===== src/rtl/lvds_pack_pkg.sv =====
package lvds_pack_pkg;
  localparam int COLOR_W = 6;
  localparam int PIX_W   = 3 * COLOR_W;
  localparam int WORD_W  = 7;
  localparam int LANES   = 3;
  localparam int CTL_W   = WORD_W - (COLOR_W - 2);

  typedef struct packed {
    logic [COLOR_W-1:0] r;
    logic [COLOR_W-1:0] g;
    logic [COLOR_W-1:0] b;
  } pix_t;

  typedef logic [WORD_W-1:0] word_t;

  // the word is sent MSB first, so the LSB-named colour bit leaves last
  function automatic word_t lane0_word(pix_t p);
    return {p.g[0], p.r};
  endfunction

  function automatic word_t lane1_word(pix_t p);
    return {p.b[1:0], p.g[COLOR_W-1:1]};
  endfunction

  // ctl is {de, vsync, hsync}; keep=0 forces the control slots low
  function automatic word_t lane2_word(pix_t p, logic [CTL_W-1:0] ctl, logic keep);
    return {ctl & {CTL_W{keep}}, p.b[COLOR_W-1:2]};
  endfunction
endpackage


===== src/rtl/lvds_slot_ctr.sv =====
module lvds_slot_ctr #(
  parameter int WORD_W = 7
) (
  input  logic clk,
  input  logic rst,
  input  logic bit_en,
  output logic take
);
  localparam int SW = $clog2(WORD_W);
  localparam logic [SW-1:0] LAST = SW'(WORD_W - 1);

  logic [SW-1:0] slot;
  logic          primed;

  assign take = bit_en && !rst && (!primed || slot == LAST);

  always_ff @(posedge clk) begin
    if (rst) begin
      slot   <= '0;
      primed <= 1'b0;
    end else if (take) begin
      slot   <= '0;
      primed <= 1'b1;
    end else if (bit_en) begin
      slot   <= slot + 1'b1;
    end
  end
endmodule


===== src/rtl/lvds_lane_ser.sv =====
module lvds_lane_ser #(
  parameter int WORD_W = 7
) (
  input  logic              clk,
  input  logic              rst,
  input  logic              bit_en,
  input  logic              load,
  input  logic [WORD_W-1:0] word_i,
  output logic              ser_o
);
  logic [WORD_W-1:0] sh;

  always_ff @(posedge clk) begin
    if (rst)         sh <= '0;
    else if (load)   sh <= word_i;
    else if (bit_en) sh <= {sh[WORD_W-2:0], 1'b0};
  end

  assign ser_o = sh[WORD_W-1];
endmodule


===== src/rtl/lvds_link_mapper.sv =====
module lvds_link_mapper
  import lvds_pack_pkg::*;
#(
  parameter bit CARRY_CTL = 1'b1
) (
  input  pix_t                         pix_i,
  input  logic                         hsync,
  input  logic                         vsync,
  input  logic                         de,
  output logic [LANES-1:0][WORD_W-1:0] words_o
);
  assign words_o[0] = lane0_word(pix_i);
  assign words_o[1] = lane1_word(pix_i);
  assign words_o[2] = lane2_word(pix_i, {de, vsync, hsync}, CARRY_CTL);
endmodule


===== src/rtl/dual_lvds_packer.sv =====
module dual_lvds_packer
  import lvds_pack_pkg::*;
#(
  parameter logic [WORD_W-1:0] CLK_PATTERN = 7'b1100011
) (
  input  logic             clk,
  input  logic             rst,
  input  logic             bit_en,
  input  logic [PIX_W-1:0] even_pix,
  input  logic [PIX_W-1:0] odd_pix,
  input  logic             hsync,
  input  logic             vsync,
  input  logic             de,
  output logic             pix_take,
  output logic [LANES-1:0] even_lane,
  output logic             even_clk,
  output logic [LANES-1:0] odd_lane,
  output logic             odd_clk
);
  localparam int LINKS = 2;

  logic                    word_start;
  pix_t                    pix [LINKS];
  logic [LINKS-1:0][LANES:0] ser;

  assign pix[0] = pix_t'(even_pix);
  assign pix[1] = pix_t'(odd_pix);

  lvds_slot_ctr #(.WORD_W(WORD_W)) u_ctr (
    .clk(clk), .rst(rst), .bit_en(bit_en), .take(word_start)
  );

  for (genvar k = 0; k < LINKS; k++) begin : g_link
    logic [LANES-1:0][WORD_W-1:0] words;

    lvds_link_mapper #(.CARRY_CTL(k == 0)) u_map (
      .pix_i(pix[k]), .hsync(hsync), .vsync(vsync), .de(de), .words_o(words)
    );

    for (genvar j = 0; j < LANES; j++) begin : g_lane
      lvds_lane_ser #(.WORD_W(WORD_W)) u_ser (
        .clk(clk), .rst(rst), .bit_en(bit_en), .load(word_start),
        .word_i(words[j]), .ser_o(ser[k][j])
      );
    end

    lvds_lane_ser #(.WORD_W(WORD_W)) u_clk (
      .clk(clk), .rst(rst), .bit_en(bit_en), .load(word_start),
      .word_i(CLK_PATTERN), .ser_o(ser[k][LANES])
    );
  end

  assign pix_take  = word_start;
  assign even_lane = ser[0][LANES-1:0];
  assign even_clk  = ser[0][LANES];
  assign odd_lane  = ser[1][LANES-1:0];
  assign odd_clk   = ser[1][LANES];
endmodule


===== config.mk =====
export PLATFORM = sky130hd
export DESIGN_NAME = dual_lvds_packer
export DESIGN_NICKNAME = d
export VERILOG_FILES = /design/src/rtl/lvds_pack_pkg.sv /design/src/rtl/lvds_slot_ctr.sv /design/src/rtl/lvds_lane_ser.sv /design/src/rtl/lvds_link_mapper.sv /design/src/rtl/dual_lvds_packer.sv
export SDC_FILE = /design/constraint.sdc
export NUM_CORES = 1
export LEC_CHECK = 0
export ABC_AREA = 1
export BUFFER_PORTS_ARGS = -buffer_cell sky130_fd_sc_hd__buf_2
export CAP_MARGIN = 20
export CORE_UTILIZATION = 45
export CTS_BUF_LIST = sky130_fd_sc_hd__clkbuf_2
export DETAILED_ROUTE_END_ITERATION = 10
export GPL_TIMING_DRIVEN = 0
export PLACE_DENSITY = 0.67
export SYNTH_ARGS = -nofsm -noshare
export SYNTH_HDL_FRONTEND = slang
export SYNTH_SLANG_ARGS = --single-unit
export TNS_END_PERCENT = 5

===== constraint.sdc =====
create_clock -name clk -period 4 [get_ports clk]
set_input_delay 0.6 -clock clk [delete_from_list [all_inputs] [get_ports clk]]
set_output_delay 0.6 -clock clk [all_outputs]
set_load 0.02 [all_outputs]

==> results.sh, run 1 <==
export IMPL_status="complete, no violations"
export IMPL_dominantRegCellSynth="dfxtp_1"
export IMPL_grt_max_degree=19
export IMPL_grt_overflow_total=0
export IMPL_synth_async_sr_flop_share_pct=0
export IMPL_fin_crit_ns=2.47
export IMPL_vias_per_cell=4.88
export IMPL_post_synth_top_count_cell="nand2_1"
export IMPL_synthesis_area_sq_um=2610
export IMPL_cts_tree="done"
export IMPL_count_of_hold_fix_buffers_inserted_at_cts=0
export IMPL_area_growth_synth_to_final_pct=14.8
export IMPL_cp_arrival_ns=1.87
export IMPL_finish_instance_area_sq_um=3000
export IMPL_yosysWarnings=0
export IMPL_global_route_peak_usage_layer="met2"
export IMPL_fin_worst_skew_ns=0.0472
export IMPL_cts_resized=0
export IMPL_sum_neg_setup_slack_ns=0
export IMPL_finalNetCount=490
export IMPL_cts_max_path_buffers=2
export IMPL_setup_violations_final=0
export IMPL_cts_reportedPaths_clkPinSlew_ns=0.33
export IMPL_seq_cells_post_synth=53
export IMPL_cp_data_required_time_ns=3.40
export IMPL_post_synth_num_cell_types=17
export IMPL_netlist_area_leader_share_pct=40.7
export IMPL_cpMostUsedCell="nand2_1"
export IMPL_cp_max_fo=7
export IMPL_final_period_utilization_pct=61.7
export IMPL_initial_core_utilization_pct=47.1
export IMPL_critical_path_top_delay_family="flip-flops"
export IMPL_post_synth_net_total=434
export IMPL_max_slew_worst_pin_slew_ns=0.470
export IMPL_timing_critical_path_from_type="register"
export IMPL_postLayoutSetupSlackWorst_ns=1.53
export IMPL_tritoncts_num_buffers=5
export IMPL_timing_max_slew_rel_slack_pct=68.7
export IMPL_via_count=2535
export IMPL_worst_skew_pair_late_latency_ns=0.48
export IMPL_finalHoldViolations=0
export IMPL_cpMaxStageDelayCell="dfxtp_1"
export IMPL_synth_cells_most_frequent="nand2_1, nor2_1, dfxtp_1, a21oi_1, inv_1"
export IMPL_path_type_of_the_worst_setup_path="reg -> out"
export IMPL_totalWireLength_um=5930
export IMPL_cp_num_buf_inv=3
export IMPL_remaining_drc_errors=0
export IMPL_die_area_sq_um=6110
export IMPL_synth_edf_count=0
export IMPL_mapped_cells=390
export IMPL_hp_class="in -> reg"
export IMPL_powerDensity_nw_per_um2=332
export IMPL_cts_sinks=53
export IMPL_cp_depth=7
export IMPL_drtPass1Iterations=4
export IMPL_post_route_cells_drive_above_1_share_pct=18.6
export IMPL_gpl_final_weighted_congestion=0.794
export IMPL_post_cts_repair_setup_buffers=0
export IMPL_dp_slack_ns=1.88
export IMPL_design_portCount=51
export IMPL_achievable_frequency_mhz=405
export IMPL_worst_hold_slack_after_final_layout_ns=0.314
export IMPL_postSynthAreaPerCell_sq_um=6.69
export IMPL_use_met2_pct=34.9
export IMPL_clock_tree_root_cell="clkbuf_2"
export IMPL_diodes=0
export IMPL_whs_path_depth=3
export IMPL_timing_reg2reg_worst_path_depth=9
export IMPL_globalRouteMet3Util_pct=4.07
export IMPL_post_place_cells=511
export IMPL_wl_per_cell_um=11.4
export IMPL_number_of_global_route_vias_before_repair=2297
export IMPL_irDropWorstVdd_mv=0.219
export IMPL_initial_antenna_violation_count=0
export IMPL_grt_use_total_pct=20.9
export IMPL_detailed_place_area_sq_um=2950
export IMPL_design_core_area_sq_um=5540
export IMPL_rows=27
export IMPL_netlist_top_cells_area="dfxtp_1, nand2_1, nor2_1"
export IMPL_p_leak_uw=0.00139
export IMPL_timing_critical_path_slowest_cell_delay_ns=0.44
export IMPL_timing_critical_path_to_type="primary output"
export IMPL_yosys_area_top_type="dfxtp_1"
export IMPL_post_dp_hpwl_um=4310
export IMPL_worstPathCellList="inv_1 -> ha_1 -> nand2_1 -> nand2_1 -> nand2_1 -> inv_1 -> buf_2"
export IMPL_dieHeight_um=78.2
export IMPL_detailedRoute_firstIterationViolations=159
export IMPL_rsz_0062_raised_after_global_routing="false"
export IMPL_slew_viol_final=0
export IMPL_grt_met1_usage_pct=27.3
export IMPL_postRouteAntennaNets=0
export IMPL_final_cell_count_no_fill=519
export IMPL_port_buffer_count=49
export IMPL_h_tree_depth=2
export IMPL_number_of_maximum_capacitance_violations=0
export IMPL_die_width_um=78.2
export IMPL_grt_pass1_wl_um=10300
export IMPL_synth_yosys_seq_area_share_pct=40.7
[area by class of cell]
type | instances | area (sq um)
timing repair buffer | 49 | 245
sequential | 53 | 1060
tap | 72 | 90.1
clock buffer | 5 | 25.0
multi-input combinational | 263 | 1180
fill | 602 | 2540
clock inverter | 3 | 26.3
inverter | 39 | 151
buffer | 35 | 215
[routing by layer]
layer,wire length [um],share of wire (%)
met2,2650,45
met4,62,1.0
met5,0,0
met3,264,4.5
met1,2950,50
[final timing paths]
path	start	to	slack, ns
setup / recovery	u_ctr.slot[0]$_SDFFE_PP0P_	pix_take	1.53
hold / removal	even_pix[2]	g_link[0].g_lane[2].u_ser.sh[0]$_SDFFE_PP0P_	0.31
setup reg to reg	u_ctr.slot[0]$_SDFFE_PP0P_	g_link[0].g_lane[2].u_ser.sh[2]$_SDFFE_PP0P_	2.35
hold reg to reg	g_link[0].u_clk.sh[1]$_SDFFE_PP0P_	g_link[0].u_clk.sh[2]$_SDFFE_PP0P_	0.42
[cell families (layout without fill, tap and decap cells)]
group                    count (synthesis)  in the layout  share of synthesized area [%]
AND/OR/NAND/NOR                        174            174                           27.5
flip-flops                              53             53                           40.7
buffers and inverters                   74            131                           14.0
AO/OA/AOI/OAI                           86             86                           16.5
adder cells (fa/ha/maj)                  2              2                          0.959
multiplexers                             1              1                          0.384
[sequential cells by signal (all words and copies together), names as in the netlist]
register,cells
g_link.u_clk.sh,7
u_ctr.primed,1
u_ctr.slot,3
g_link.g_lane.u_ser.sh,42
[per-stage QoR]
stage | total power [uW] | utilization (%)
6_report | 995 | 54.1
5_1_grt | 1050 | 54.1
4_1_cts | 1000 | 54.1
3_5_place_dp | 770 | 53.2
3_3_place_gp | 766 | 53.2
2_1_floorplan | 712 | -
[cells in the final DEF (no fill, tap or decap)]
cell and count:
dfxtp_1 53, clkbuf_2 5, buf_1 1, o21ai_0 36
a21oi_1 50, nor2_8 1, nand3_1 34, inv_1 38
or2_2 2, buf_4 10, inv_6 2, nand2_1 69
clkinv_4 2, clkbuf_1 12, nor2_1 68, buf_2 56
ha_1 2, mux2i_1 1, buf_6 5
[power breakdown]
part           switching, uW  internal [uW]  leakage, uW
clock network            187           48.6    0.0000335
logic                    110           73.8     0.000922
registers               14.8            561     0.000437
total                    311            684      0.00139
[worst reg2reg max path, delay by kind of cell (launching register included)]
| family | cells | cell delay [ns] |
|---|---|---|
| simple gates | 4 | 0.35 |
| buf+inv | 3 | 0.57 |
| flops | 1 | 0.40 |
| fa+ha+maj | 1 | 0.14 |
| compound gates | 1 | 0.09 |
(Power assumes the default switching activity.)
==> inputs of run 2 (changes only) <==
--- a/config.mk
+++ b/config.mk
@@ -5,14 +5,14 @@
 export SDC_FILE = /design/constraint.sdc
 export NUM_CORES = 1
 export LEC_CHECK = 0
-export ABC_AREA = 1
+export ABC_AREA = 0
 export BUFFER_PORTS_ARGS = -buffer_cell sky130_fd_sc_hd__buf_2
 export CAP_MARGIN = 20
 export CORE_UTILIZATION = 45
 export CTS_BUF_LIST = sky130_fd_sc_hd__clkbuf_2
 export DETAILED_ROUTE_END_ITERATION = 10
 export GPL_TIMING_DRIVEN = 0
-export PLACE_DENSITY = 0.67
+export PLACE_DENSITY = 0.68
 export SYNTH_ARGS = -nofsm -noshare
 export SYNTH_HDL_FRONTEND = slang
 export SYNTH_SLANG_ARGS = --single-unit
==> constraint.sdc (replaced) <==
create_clock -name clk -period 2.4 [get_ports clk]
set_input_delay 0.36 -clock clk [delete_from_list [all_inputs] [get_ports clk]]
set_output_delay 0.36 -clock clk [all_outputs]
set_load 0.02 [all_outputs]
==> run 2 against run 1 <==
Combinational power rose by 43%. Largest cell class is now flip-flops and latches. Non-clock buffer count fell by 4. Cell count fell by 23%. Die area fell by 12%.
==> results.sh, run 2 <==
export IMPL_reg_top3="g_link.g_lane.u_ser.sh x42, g_link.u_clk.sh x7, u_ctr.slot x3"
export IMPL_status="complete, no violations"
export IMPL_sum_neg_setup_slack_ns=0
export IMPL_setup_violations_final=0
export IMPL_worst_skew_pair_late_latency_ns=0.43
export IMPL_design_portCount=51
export IMPL_postSynthAreaPerCell_sq_um=8.28
export IMPL_mapped_cells=275
export IMPL_clock_tree_root_cell="clkbuf_2"
export IMPL_yosysWarnings=0
export IMPL_die_width_um=73.1
export IMPL_yosys_area_top_type="dfxtp_1"
export IMPL_post_dp_hpwl_um=3560
export IMPL_hp_class="in -> reg"
export IMPL_regToRegStartpoint="u_ctr.slot[0]$_SDFFE_PP0P_"
export IMPL_timing_max_slew_rel_slack_pct=64.4
export IMPL_largest_register_ffs=42
export IMPL_powerDensity_nw_per_um2=594
export IMPL_vias_per_cell=5.00
export IMPL_initial_core_utilization_pct=47.6
export IMPL_synth_edf_count=0
export IMPL_rows=25
export IMPL_totalWireLength_um=5000
export IMPL_irDropWorstVdd_mv=0.280
export IMPL_remaining_drc_errors=0
export IMPL_timing_critical_path_to_type="primary output"
export IMPL_synth_cells_most_frequent="nand2_1, dfxtp_1, nor2_1, a311oi_1, clkbuf_1"
export IMPL_postRouteAntennaNets=0
export IMPL_fin_crit_ns=2.24
export IMPL_largest_register="g_link.g_lane.u_ser.sh"
export IMPL_h_tree_depth=2
export IMPL_number_of_maximum_capacitance_violations=0
export IMPL_worst_hold_slack_after_final_layout_ns=0.135
export IMPL_rsz_0062_raised_after_global_routing="false"
export IMPL_dominantRegCellSynth="dfxtp_1"
export IMPL_seq_area_sq_um=1060
export IMPL_cts_reportedPaths_clkPinSlew_ns=0.27
export IMPL_post_synth_num_cell_types=21
export IMPL_synth_yosys_seq_area_share_pct=46.6
export IMPL_synthesis_area_sq_um=2280
export IMPL_worstPathCellList="inv_1 -> ha_1 -> a21bo_1 -> buf_6 -> buf_4 -> nand2_1 -> nor2_1 -> buf_2"
export IMPL_post_place_cells=390
export IMPL_timing_reg2reg_worst_path_depth=6
export IMPL_netlist_area_leader_share_pct=46.6
export IMPL_cts_tree="done"
export IMPL_area_growth_synth_to_final_pct=15.9
export IMPL_grt_overflow_total=0
export IMPL_internal_reg_to_reg_setup_slack_ns=0.80
export IMPL_dieHeight_um=73.1
export IMPL_n_fill_cell=488
export IMPL_slew_viol_final=0
export IMPL_netlist_top_cells_area="dfxtp_1, a311oi_1, nand2_1"
export IMPL_layout_commonest_cell="nand2_1"
export IMPL_grt_max_degree=16
export IMPL_post_synth_net_total=319
export IMPL_critical_path_startpoint="u_ctr.slot[0]$_SDFFE_PP0P_"
export IMPL_initial_antenna_violation_count=0
export IMPL_cts_max_path_buffers=2
export IMPL_worstHoldStart="even_pix[13]"
export IMPL_detailedRoute_firstIterationViolations=110
export IMPL_finalHoldViolations=0
export IMPL_post_route_cells_drive_above_1_share_pct=23.6
export IMPL_via_count=1991
export IMPL_cts_sinks=53
export IMPL_max_slew_worst_pin_slew_ns=0.533
export IMPL_cp_data_required_time_ns=2.04
export IMPL_p_leak_uw=0.00114
export IMPL_multi_input_comb_area_sq_um=1020
export IMPL_gpl_final_weighted_congestion=0.781
export IMPL_path_type_of_the_worst_setup_path="reg -> out"
export IMPL_design_core_area_sq_um=4790
export IMPL_port_buffer_count=48
export IMPL_layout_cells_most_common_list="nand2_1, buf_2, nor2_1, dfxtp_1, a311oi_1"
export IMPL_timing_rr_end="g_link[0].g_lane[0].u_ser.sh[5]$_SDFFE_PP0P_"
export IMPL_timing_critical_path_from_type="register"
export IMPL_synth_async_sr_flop_share_pct=0
export IMPL_post_synth_top_count_cell="nand2_1"
export IMPL_final_cell_count_no_fill=398
export IMPL_cp_max_fo=10
export IMPL_wl_per_cell_um=12.6
export IMPL_drtPass1Iterations=4
export IMPL_final_period_utilization_pct=93.2
export IMPL_number_of_global_route_vias_before_repair=1855
export IMPL_diodes=0
export IMPL_cpMaxStageDelayCell="dfxtp_2"
export IMPL_grt_pass1_wl_um=8540
export IMPL_crit_path_end="pix_take"
export IMPL_tritoncts_num_buffers=5
export IMPL_achievable_frequency_mhz=447
export IMPL_finalNetCount=374
export IMPL_cp_arrival_ns=1.88
export IMPL_seq_cells_post_synth=53
export IMPL_grt_use_total_pct=20.7
export IMPL_die_area_sq_um=5350
export IMPL_fin_worst_skew_ns=0.0328
export IMPL_timing_critical_path_slowest_cell_delay_ns=0.40
==> run 2: worst min path at each step <==
stage | slack [ns] | to | cells past startpoint
2_1_floorplan | 0.45 | g_link[0].g_lane[0].u_ser.sh[0]$_SDFFE_PP0P_ | 2
3_3_place_gp | 0.46 | g_link[1].g_lane[1].u_ser.sh[0]$_SDFFE_PP0P_ | 2
3_5_place_dp | 0.46 | g_link[1].g_lane[1].u_ser.sh[0]$_SDFFE_PP0P_ | 2
4_1_cts | 0.12 | g_link[0].g_lane[0].u_ser.sh[1]$_SDFFE_PP0P_ | 3
5_1_grt | 0.11 | g_link[0].g_lane[1].u_ser.sh[3]$_SDFFE_PP0P_ | 3
6_report | 0.14 | g_link[0].g_lane[0].u_ser.sh[1]$_SDFFE_PP0P_ | 3
==> run 2: where the power goes <==
part / switching (uW) / total [uW] / leakage (uW) / internal, uW
Clock: 271 / 335 / 0.0000278 / 63.9
Combinational: 147 / 264 / 0.000670 / 117
Sequential: 29.9 / 969 / 0.000438 / 939
Total: 448 / 1570 / 0.00114 / 1120
==> run 2: repair_timing <==
item / CTS / global route
endpoints found under the setup margin: 0 / 1
endpoints found under the hold margin: 0 / 0
buffers inserted: 0 / 0
resized for setup: 0 / 1
hold buffers: 0 / 0
==> run 2: final cells by class <==
| cell class | count | share of cell area (%) |
|---|---|---|
| flip-flops and latches | 53 | 40.2 |
| multi-input cells | 189 | 38.6 |
| repair buffers | 48 | 9.10 |
| plain buffers | 32 | 7.35 |
| well taps | 67 | 3.18 |
| clock buffers | 5 | 0.948 |
| clock inverters | 3 | 0.474 |
| inverters | 1 | 0.142 |
==> run 2: worst max-delay path: cells and delay by family, from the launching register on <==
kind | cells | cell delay, ns
DFF | 1 | 0.40
buffers and inverters | 4 | 0.51
adders and majority gates | 1 | 0.24
and+or+nand+nor | 2 | 0.11
AOI/OAI and AO/OA | 1 | 0.21
==> run 2: cell families (layout without fill, tap and decap cells) <==
family	after synthesis	after routing	synth area share, %
DFF	53	53	46.6
xor gates and xnor gates	2	2	0.769
AOI/OAI and AO/OA	47	47	17.5
adders and majority gates	2	2	1.10
and+or+nand+nor	132	132	22.7
muxes	6	6	2.64
buffers and inverters	33	89	8.68
==> run 2: metal layers <==
| metal | up-vias | GRT usage (%) | share of wire (%) |
|---|---|---|---|
| met1 | 899 | 26.5 | 50 |
| met5 | - | 0 | 0 |
| met2 | 42 | 34.8 | 45 |
| met3 | 5 | 4.56 | 4.1 |
| met4 | 0 | 5.88 | 1.0 |
| li1 | 1045 | - | - |
==> run 2: metrics by stage <==
stage / area, sq um / power, uW / setup slack, ns / util (%)
floorplan: 2280 / 1160 / 0.741 / -
CTS: 2640 / 1580 / 0.0933 / 55.1
detailed placement: 2600 / 1250 / 0.601 / 54.4
global route: 2640 / 1650 / 0.0274 / 55.2
global placement: 2600 / 1250 / 0.623 / 54.4
finish: 2640 / 1570 / 0.164 / 55.2
